<file path="config.mk">
export PLATFORM = sky130hd
export DESIGN_NAME = psr_field_writer
export DESIGN_NICKNAME = d
export VERILOG_FILES = /design/src/rtl/psr_pkg.sv /design/src/rtl/psr_imm_rotate.sv /design/src/rtl/psr_lane_gate.sv /design/src/rtl/psr_bank.sv /design/src/rtl/psr_field_writer.sv
export SDC_FILE = /design/constraint.sdc
export NUM_CORES = 1
export LEC_CHECK = 0
export BUFFER_PORTS_ARGS = -buffer_cell sky130_fd_sc_hd__clkbuf_2
export CAP_MARGIN = 40
export CORE_AREA = 3 3 133 135
export CTS_CLUSTER_DIAMETER = 60
export DETAILED_ROUTE_END_ITERATION = 8
export DIE_AREA = 0 0 136 138
export GPL_TIMING_DRIVEN = 0
export HOLD_SLACK_MARGIN = 0.05
export SLEW_MARGIN = 20
export SYNTH_ARGS = -nofsm -noshare
export SYNTH_HDL_FRONTEND = slang
export SYNTH_HIERARCHICAL = 1
export SYNTH_SLANG_ARGS = --single-unit
</file>
<file path="constraint.sdc">
create_clock -name clk -period 3.8 [get_ports clk]
set_clock_uncertainty 0.15 [all_clocks]
set_input_delay 0.76 -clock clk [delete_from_list [all_inputs] [get_ports clk]]
set_output_delay 0.76 -clock clk [all_outputs]
set_load 0.005 [all_outputs]
</file>
<file path="src/rtl/psr_pkg.sv">
package psr_pkg;
  localparam int PSR_W     = 32;
  localparam int LANE_W    = 8;
  localparam int MODE_W    = 5;
  localparam logic [MODE_W-1:0] MODE_USER = 5'b10000;
  localparam logic [MODE_W-1:0] MODE_SVC  = 5'b10011;
  // supervisor mode, both interrupt disables set, flags clear
  localparam logic [PSR_W-1:0] CUR_RST_VAL = {24'h0, 1'b1, 1'b1, 1'b0, MODE_SVC};
  localparam logic [PSR_W-1:0] SAV_RST_VAL = '0;
endpackage

</file>
<file path="src/rtl/psr_imm_rotate.sv">
module psr_imm_rotate #(
  parameter int DATA_W = 32,
  parameter int IMM_W  = 8,
  parameter int ROT_W  = 4
) (
  input  logic [IMM_W-1:0]  imm,
  input  logic [ROT_W-1:0]  rot,
  output logic [DATA_W-1:0] rotated
);
  localparam int AMT_W = ROT_W + 1;

  logic [DATA_W-1:0]   ext;
  logic [2*DATA_W-1:0] dbl;
  logic [2*DATA_W-1:0] shifted;
  logic [AMT_W-1:0]    amt;

  always_comb begin
    ext     = {{(DATA_W-IMM_W){1'b0}}, imm};
    amt     = {rot, 1'b0};
    dbl     = {ext, ext};
    shifted = dbl >> amt;
    rotated = shifted[DATA_W-1:0];
  end
endmodule

</file>
<file path="src/rtl/psr_lane_gate.sv">
module psr_lane_gate #(
  parameter int LANES = 4
) (
  input  logic             wr_en,
  input  logic             sel_saved,
  input  logic             use_imm,
  input  logic             user_mode,
  input  logic [LANES-1:0] field_mask,
  output logic [LANES-1:0] cur_we,
  output logic [LANES-1:0] sav_we
);
  localparam int FLAG_LANE = LANES - 1;

  for (genvar k = 0; k < LANES; k++) begin : g_lane
    localparam bit IS_FLAG = (k == FLAG_LANE);
    logic allow;
    // non-flag lanes need a privileged mode and a register source
    assign allow     = wr_en & field_mask[k] & (IS_FLAG | (~use_imm & ~user_mode));
    assign cur_we[k] = allow & ~sel_saved;
    assign sav_we[k] = allow & sel_saved & ~user_mode;
  end
endmodule

</file>
<file path="src/rtl/psr_bank.sv">
module psr_bank #(
  parameter int DATA_W = 32,
  parameter int LANE_W = 8,
  parameter logic [DATA_W-1:0] RST_VAL = '0
) (
  input  logic                     clk,
  input  logic                     rst,
  input  logic [DATA_W/LANE_W-1:0] lane_we,
  input  logic [DATA_W-1:0]        wdata,
  output logic [DATA_W-1:0]        q
);
  localparam int LANES = DATA_W / LANE_W;

  logic [DATA_W-1:0] nxt;

  always_comb begin
    nxt = q;
    for (int k = 0; k < LANES; k++) begin
      if (lane_we[k]) nxt[k*LANE_W +: LANE_W] = wdata[k*LANE_W +: LANE_W];
    end
  end

  always_ff @(posedge clk) begin
    if (rst) q <= RST_VAL;
    else     q <= nxt;
  end
endmodule

</file>
<file path="src/rtl/psr_field_writer.sv">
module psr_field_writer
  import psr_pkg::*;
#(
  parameter int IMM_W = 8,
  parameter int ROT_W = 4
) (
  input  logic                    clk,
  input  logic                    rst,
  input  logic                    wr_en,
  input  logic                    sel_saved,
  input  logic [PSR_W/LANE_W-1:0] field_mask,
  input  logic                    use_imm,
  input  logic [PSR_W-1:0]        reg_operand,
  input  logic [IMM_W-1:0]        imm_val,
  input  logic [ROT_W-1:0]        imm_rot,
  input  logic                    rd_en,
  input  logic [MODE_W-1:0]       cur_mode,
  output logic [PSR_W-1:0]        rd_data,
  output logic [PSR_W-1:0]        cur_psr,
  output logic [PSR_W-1:0]        saved_psr
);
  localparam int LANES = PSR_W / LANE_W;

  logic [PSR_W-1:0] imm_word;
  logic [PSR_W-1:0] wdata;
  logic [LANES-1:0] cur_we;
  logic [LANES-1:0] sav_we;
  logic             user_mode;

  assign user_mode = (cur_mode == MODE_USER);

  psr_imm_rotate #(.DATA_W(PSR_W), .IMM_W(IMM_W), .ROT_W(ROT_W)) u_rot (
    .imm(imm_val), .rot(imm_rot), .rotated(imm_word)
  );

  assign wdata = use_imm ? imm_word : reg_operand;

  psr_lane_gate #(.LANES(LANES)) u_gate (
    .wr_en(wr_en), .sel_saved(sel_saved), .use_imm(use_imm),
    .user_mode(user_mode), .field_mask(field_mask),
    .cur_we(cur_we), .sav_we(sav_we)
  );

  psr_bank #(.DATA_W(PSR_W), .LANE_W(LANE_W), .RST_VAL(CUR_RST_VAL)) u_cur (
    .clk(clk), .rst(rst), .lane_we(cur_we), .wdata(wdata), .q(cur_psr)
  );

  psr_bank #(.DATA_W(PSR_W), .LANE_W(LANE_W), .RST_VAL(SAV_RST_VAL)) u_sav (
    .clk(clk), .rst(rst), .lane_we(sav_we), .wdata(wdata), .q(saved_psr)
  );

  always_ff @(posedge clk) begin
    if (rst)        rd_data <= '0;
    else if (rd_en) rd_data <= sel_saved ? saved_psr : cur_psr;
  end
endmodule

</file>
==> results by stage <==
Timing:
- Static timing analysis puts the maximum clock frequency at 417.3 MHz.
- The final-report max-slew violation count is 0.
- The number of setup violations in the final report is 0.
- The setup TNS is 0 ns.
- The relative slew slack is 51.17%.
- In the finished design, the share of the clock period the worst path needs comes to 63.07%.
- Setup repair after global routing left no endpoint under its margin.
- For the finished layout, the period the worst path requires is 2.397 ns.
- For the pin with the worst max-slew slack, the measured transition is 0.7302 ns.
- The final number of hold-violating endpoints came to 0.

Cells and area:
- Across the whole layout, storage elements account for 0.001922 sq mm.
- 0 antenna diodes ended up in the layout.
- The filler cells instantiated in the layout total 1731.
- The area of combinational cells with multiple inputs is 0.002668 sq mm.
- The net count of the finished layout is 721.
- Relative to the synthesized area, the layout overhead comes to 27.33%.
- The share of cells above drive strength 1 is 37.33%.
- The final non-filler cell total is 887.

Global routing:
- Entering global routing, the biggest net connects 18 pins.
- The number of antenna violations at the first check in global routing is 1.
- The number of global-route vias before repair is 4159.
- The first global-routing pass estimated 24.38 mm of wire.
- The overall overflow remaining after global route is 0.
- The total global-route track usage is 16.88%.

Floorplanning:
- The cell row count is 47.
- 155 I/O pins were placed.
- The initial utilization of the core area, before any placement, comes to 29.70%.
- The vertical extent of the die is 138 um.
- The floorplan core area is 0.01658 sq mm.
- The die is 136 um wide.
- The die covers 0.01877 sq mm.

Power and ir drop:
- The clock network power share is 40.0%.
- The share of total power dissipated in combinational logic is 15.2%.
- The sequential cell fraction of total power is 44.7%.
- Net switching is 27.20% of the power.
- Power spread over the standard cell area amounts to 377.6 mW/mm^2.
- The maximum resistive drop on vdd is 0.2187 mV.
- Summed over all nets, the switching power comes to 0.0006442 W.
- The internal cell power is 0.001724 W.
- The design draws 0.002368 W.
- The leakage power is 2.688 nW.

Setup path:
- The largest incremental delay on the critical path is 0.68 ns.
- The cell repeated most along the worst path is sky130_fd_sc_hd__clkbuf_2.
- Walking the worst path, the cells encountered are clkbuf_2 -> clkbuf_2 -> buf_6 -> nand2_1 -> o32ai_1 -> mux2_2 -> mux2i_1 -> nor2_1.
- The slowest stage of the critical path belongs to the cell sky130_fd_sc_hd__o32ai_1.
- The count of buffering cells on the critical path with inverters included is 3.
- The endpoint type of the worst setup path is a flip-flop.
- STA classifies the critical path startpoint as an input pin.
- The gate family responsible for the most delay along the worst path is compound AO/OA/AOI/OAI gates.
- The required time reported for the critical path endpoint is 3.94 ns.
- The worst setup path is of the input pin to flip-flop kind.
- The highest fanout seen on the critical path is 10.
- The signal arrival time at the worst endpoint is 2.54 ns.

Logic synthesis:
- The commonest cells after synthesis are sky130_fd_sc_hd__nor2_1 (110), sky130_fd_sc_hd__mux2i_1 (97), sky130_fd_sc_hd__dfxtp_1 (96).
- The synthesized design devotes to its leading area cell type 39.01% of total area.
- The share of flip-flops with an asynchronous set or reset after synthesis is 0%.
- After synthesis the cells add up to 0.004926 sq mm.
- Summing the areas of all fa, ha and maj instances in the mapped netlist gives 0% of the synthesized area.
- The synthesized design contains 0 enable-type register cells.
- After synthesis, the largest family of logic cells by area is multiplexers.
- The most common cell in the synthesized netlist is sky130_fd_sc_hd__nor2_1.
- The synthesized netlist devotes 9.347% of its cell area to compound gates.
- The synthesized-area fraction occupied by xor and xnor cells is 0%.
- Summed over all instances, the cell type with the most area after synthesis is sky130_fd_sc_hd__dfxtp_1.
- Synthesis handed over a netlist of 499 instances.
- The flop and latch count out of synthesis is 96.
- The number of distinct library cells after synthesis is 46.
- The synthesized-area fraction occupied by and/or/nand/nor cells is 15.82%.
- After synthesis, the cell types taking the most area are sky130_fd_sc_hd__dfxtp_1 (39%), sky130_fd_sc_hd__mux2i_1 (20%), sky130_fd_sc_hd__nor2_1 (8.4%).
- For this run, the leading register cell type out of synthesis is sky130_fd_sc_hd__dfxtp_1.
- The synthesized area per cell is 9.872 sq um.
- Sequential cells were found to cover 39.01% of the synthesized design area.
- The number of nets in the synthesized netlist is 558.
- For this run, the number of Yosys warnings is 6.
- The post-synthesis mux area share is 28.85%.

CTS:
- The clock drives 96 sinks.
- The count of H-tree levels built during CTS is 3.
- Buffers inserted during clock tree synthesis total 9.
- Clock-pin slew was measured on the worst setup and hold paths at 0.07 ns.
- The CTS tree is done.
- CTS placed an instance of sky130_fd_sc_hd__clkbuf_16 at the clock tree root.
- Clock latency on the worst-skew pair, taken at its later pin, is 0.35 ns.
- The number of instances resized during post-cts repair is 0.
- No sink is reached through more buffers than the 2 on the longest clock path.
- After clock tree synthesis, the flow added hold-fix buffers numbering 0.
- The post-CTS setup buffer count is 0.

Outcome:
- The flow ran to the end, and the final reports show no timing, DRC or antenna violations.

Route:
- The wire length reported by the detailed router is 15.94 mm.
- In this run the remaining antenna-violating nets after routing total 0.
- The count of unresolved DRC violations after routing is 0.
- Summing over every cut layer, the via total after detailed routing is 4211.
- The first routing iteration left 280 violations.
- Dividing the detail-routed wire length by the instance count gives 17.97 um.
- The first-pass iteration count of the detailed router is 5.
- After detailed routing, the number of vias per cell comes to 4.747.

Placed design:
- The number of cells in the design after placement is 871.
- Detailed placement finished with a half-perimeter wire length of 12.50 mm.
- The count of buffers inserted at the top-level ports is 152.
- The weighted congestion at the end of routability-driven global placement is 0.8321.

Run:
- The number of max-cap violations is 0.

Min path:
- The path class of the lowest-slack min-delay path is flip-flop to flip-flop.
logic make-up (layout without fill, tap and decap cells):
group                  Yosys count  count (layout)
flip-flops                      96              96
AND/OR/NAND/NOR                165             165
AO/OA/AOI/OAI                   59              59
buffers and inverters           44             212
multiplexers                   135             135
area by class of cell:
| type | count | share of cell area (%) |
|---|---|---|
| Multi-Input combinational cell | 359 | 42.53 |
| Sequential cell | 96 | 30.64 |
| Tap cell | 220 | 4.389 |
| Timing Repair Buffer | 152 | 12.13 |
| Buffer | 42 | 5.346 |
| Clock buffer | 10 | 3.651 |
| Clock inverter | 6 | 1.197 |
| Inverter | 2 | 0.1197 |
layout by cell type (no fill, tap or decap), drive strengths merged, types with 2 or more instances in the layout:
cell type,count
a211o,5
inv,4
o21ai,3
clkbuf,173
o22a,2
mux2i,99
clkinv,2
nand2b,7
o22ai,5
a32o,2
nor4bb,3
nor2,110
a21oi,2
dfxtp,96
and3b,2
nor4b,2
nand2,10
nor3,5
nand3,3
o32ai,2
a211oi,34
nand3b,2
buf,31
a31o,2
nor2b,11
and2,2
mux2,36
nand4b,2
power groups by stage:
| stage | clock network, W | registers, W | logic, W |
|---|---|---|---|
| 6_report | 0.000948 | 0.00106 | 0.000360 |
| 3_3_place_gp | 0 | 0.00108 | 0.000361 |
| 2_1_floorplan | 0 | 0.00108 | 0.000220 |
| 5_1_grt | 0.00101 | 0.00106 | 0.000392 |
| 3_5_place_dp | 0 | 0.00108 | 0.000362 |
| 4_1_cts | 0.000973 | 0.00106 | 0.000363 |
flip-flops by register name, indices dropped and copies added, names as in the netlist:
signal   count
u_sav/q     32
u_cur/q     32
rd_data     32
layer usage:
layer	track usage [%]	share of wire [%]	vias up
li1	-	-	2093
met1	23.78	48	1954
met2	25.97	44	152
met3	4.033	6.6	12
met4	4.297	1.0	0
met5	0	0	-
worst register-to-register path, cell delays in order (launching register included):
cell and delay (ns):
sky130_fd_sc_hd__dfxtp_1 0.34, sky130_fd_sc_hd__nor2b_1 0.13, sky130_fd_sc_hd__a211o_2 0.27
worst paths after layout:
kind                                  from     endpoint  slack [ns]  cells after the start
worst max-delay path            imm_rot[2]  u_sav/q[20]        1.40                      8
worst min-delay path            rd_data[6]   rd_data[6]        0.33                      2
worst max register to register  u_cur/q[0]   u_cur/q[0]        2.80                      2
worst min register to register  rd_data[6]   rd_data[6]        0.33                      2
stage by stage:
step	area (sq um)	hold slack [ns]	util, %	setup slack [ns]
2_1_floorplan	4926	0.3232	-	1.477
3_3_place_gp	5962	0.3238	35.95	0.9095
3_5_place_dp	5968	0.3267	35.99	1.143
4_1_cts	6272	0.3361	37.82	1.505
5_1_grt	6272	0.3537	37.82	1.320
6_report	6272	0.3314	37.82	1.403
(Power assumes the default switching activity.)
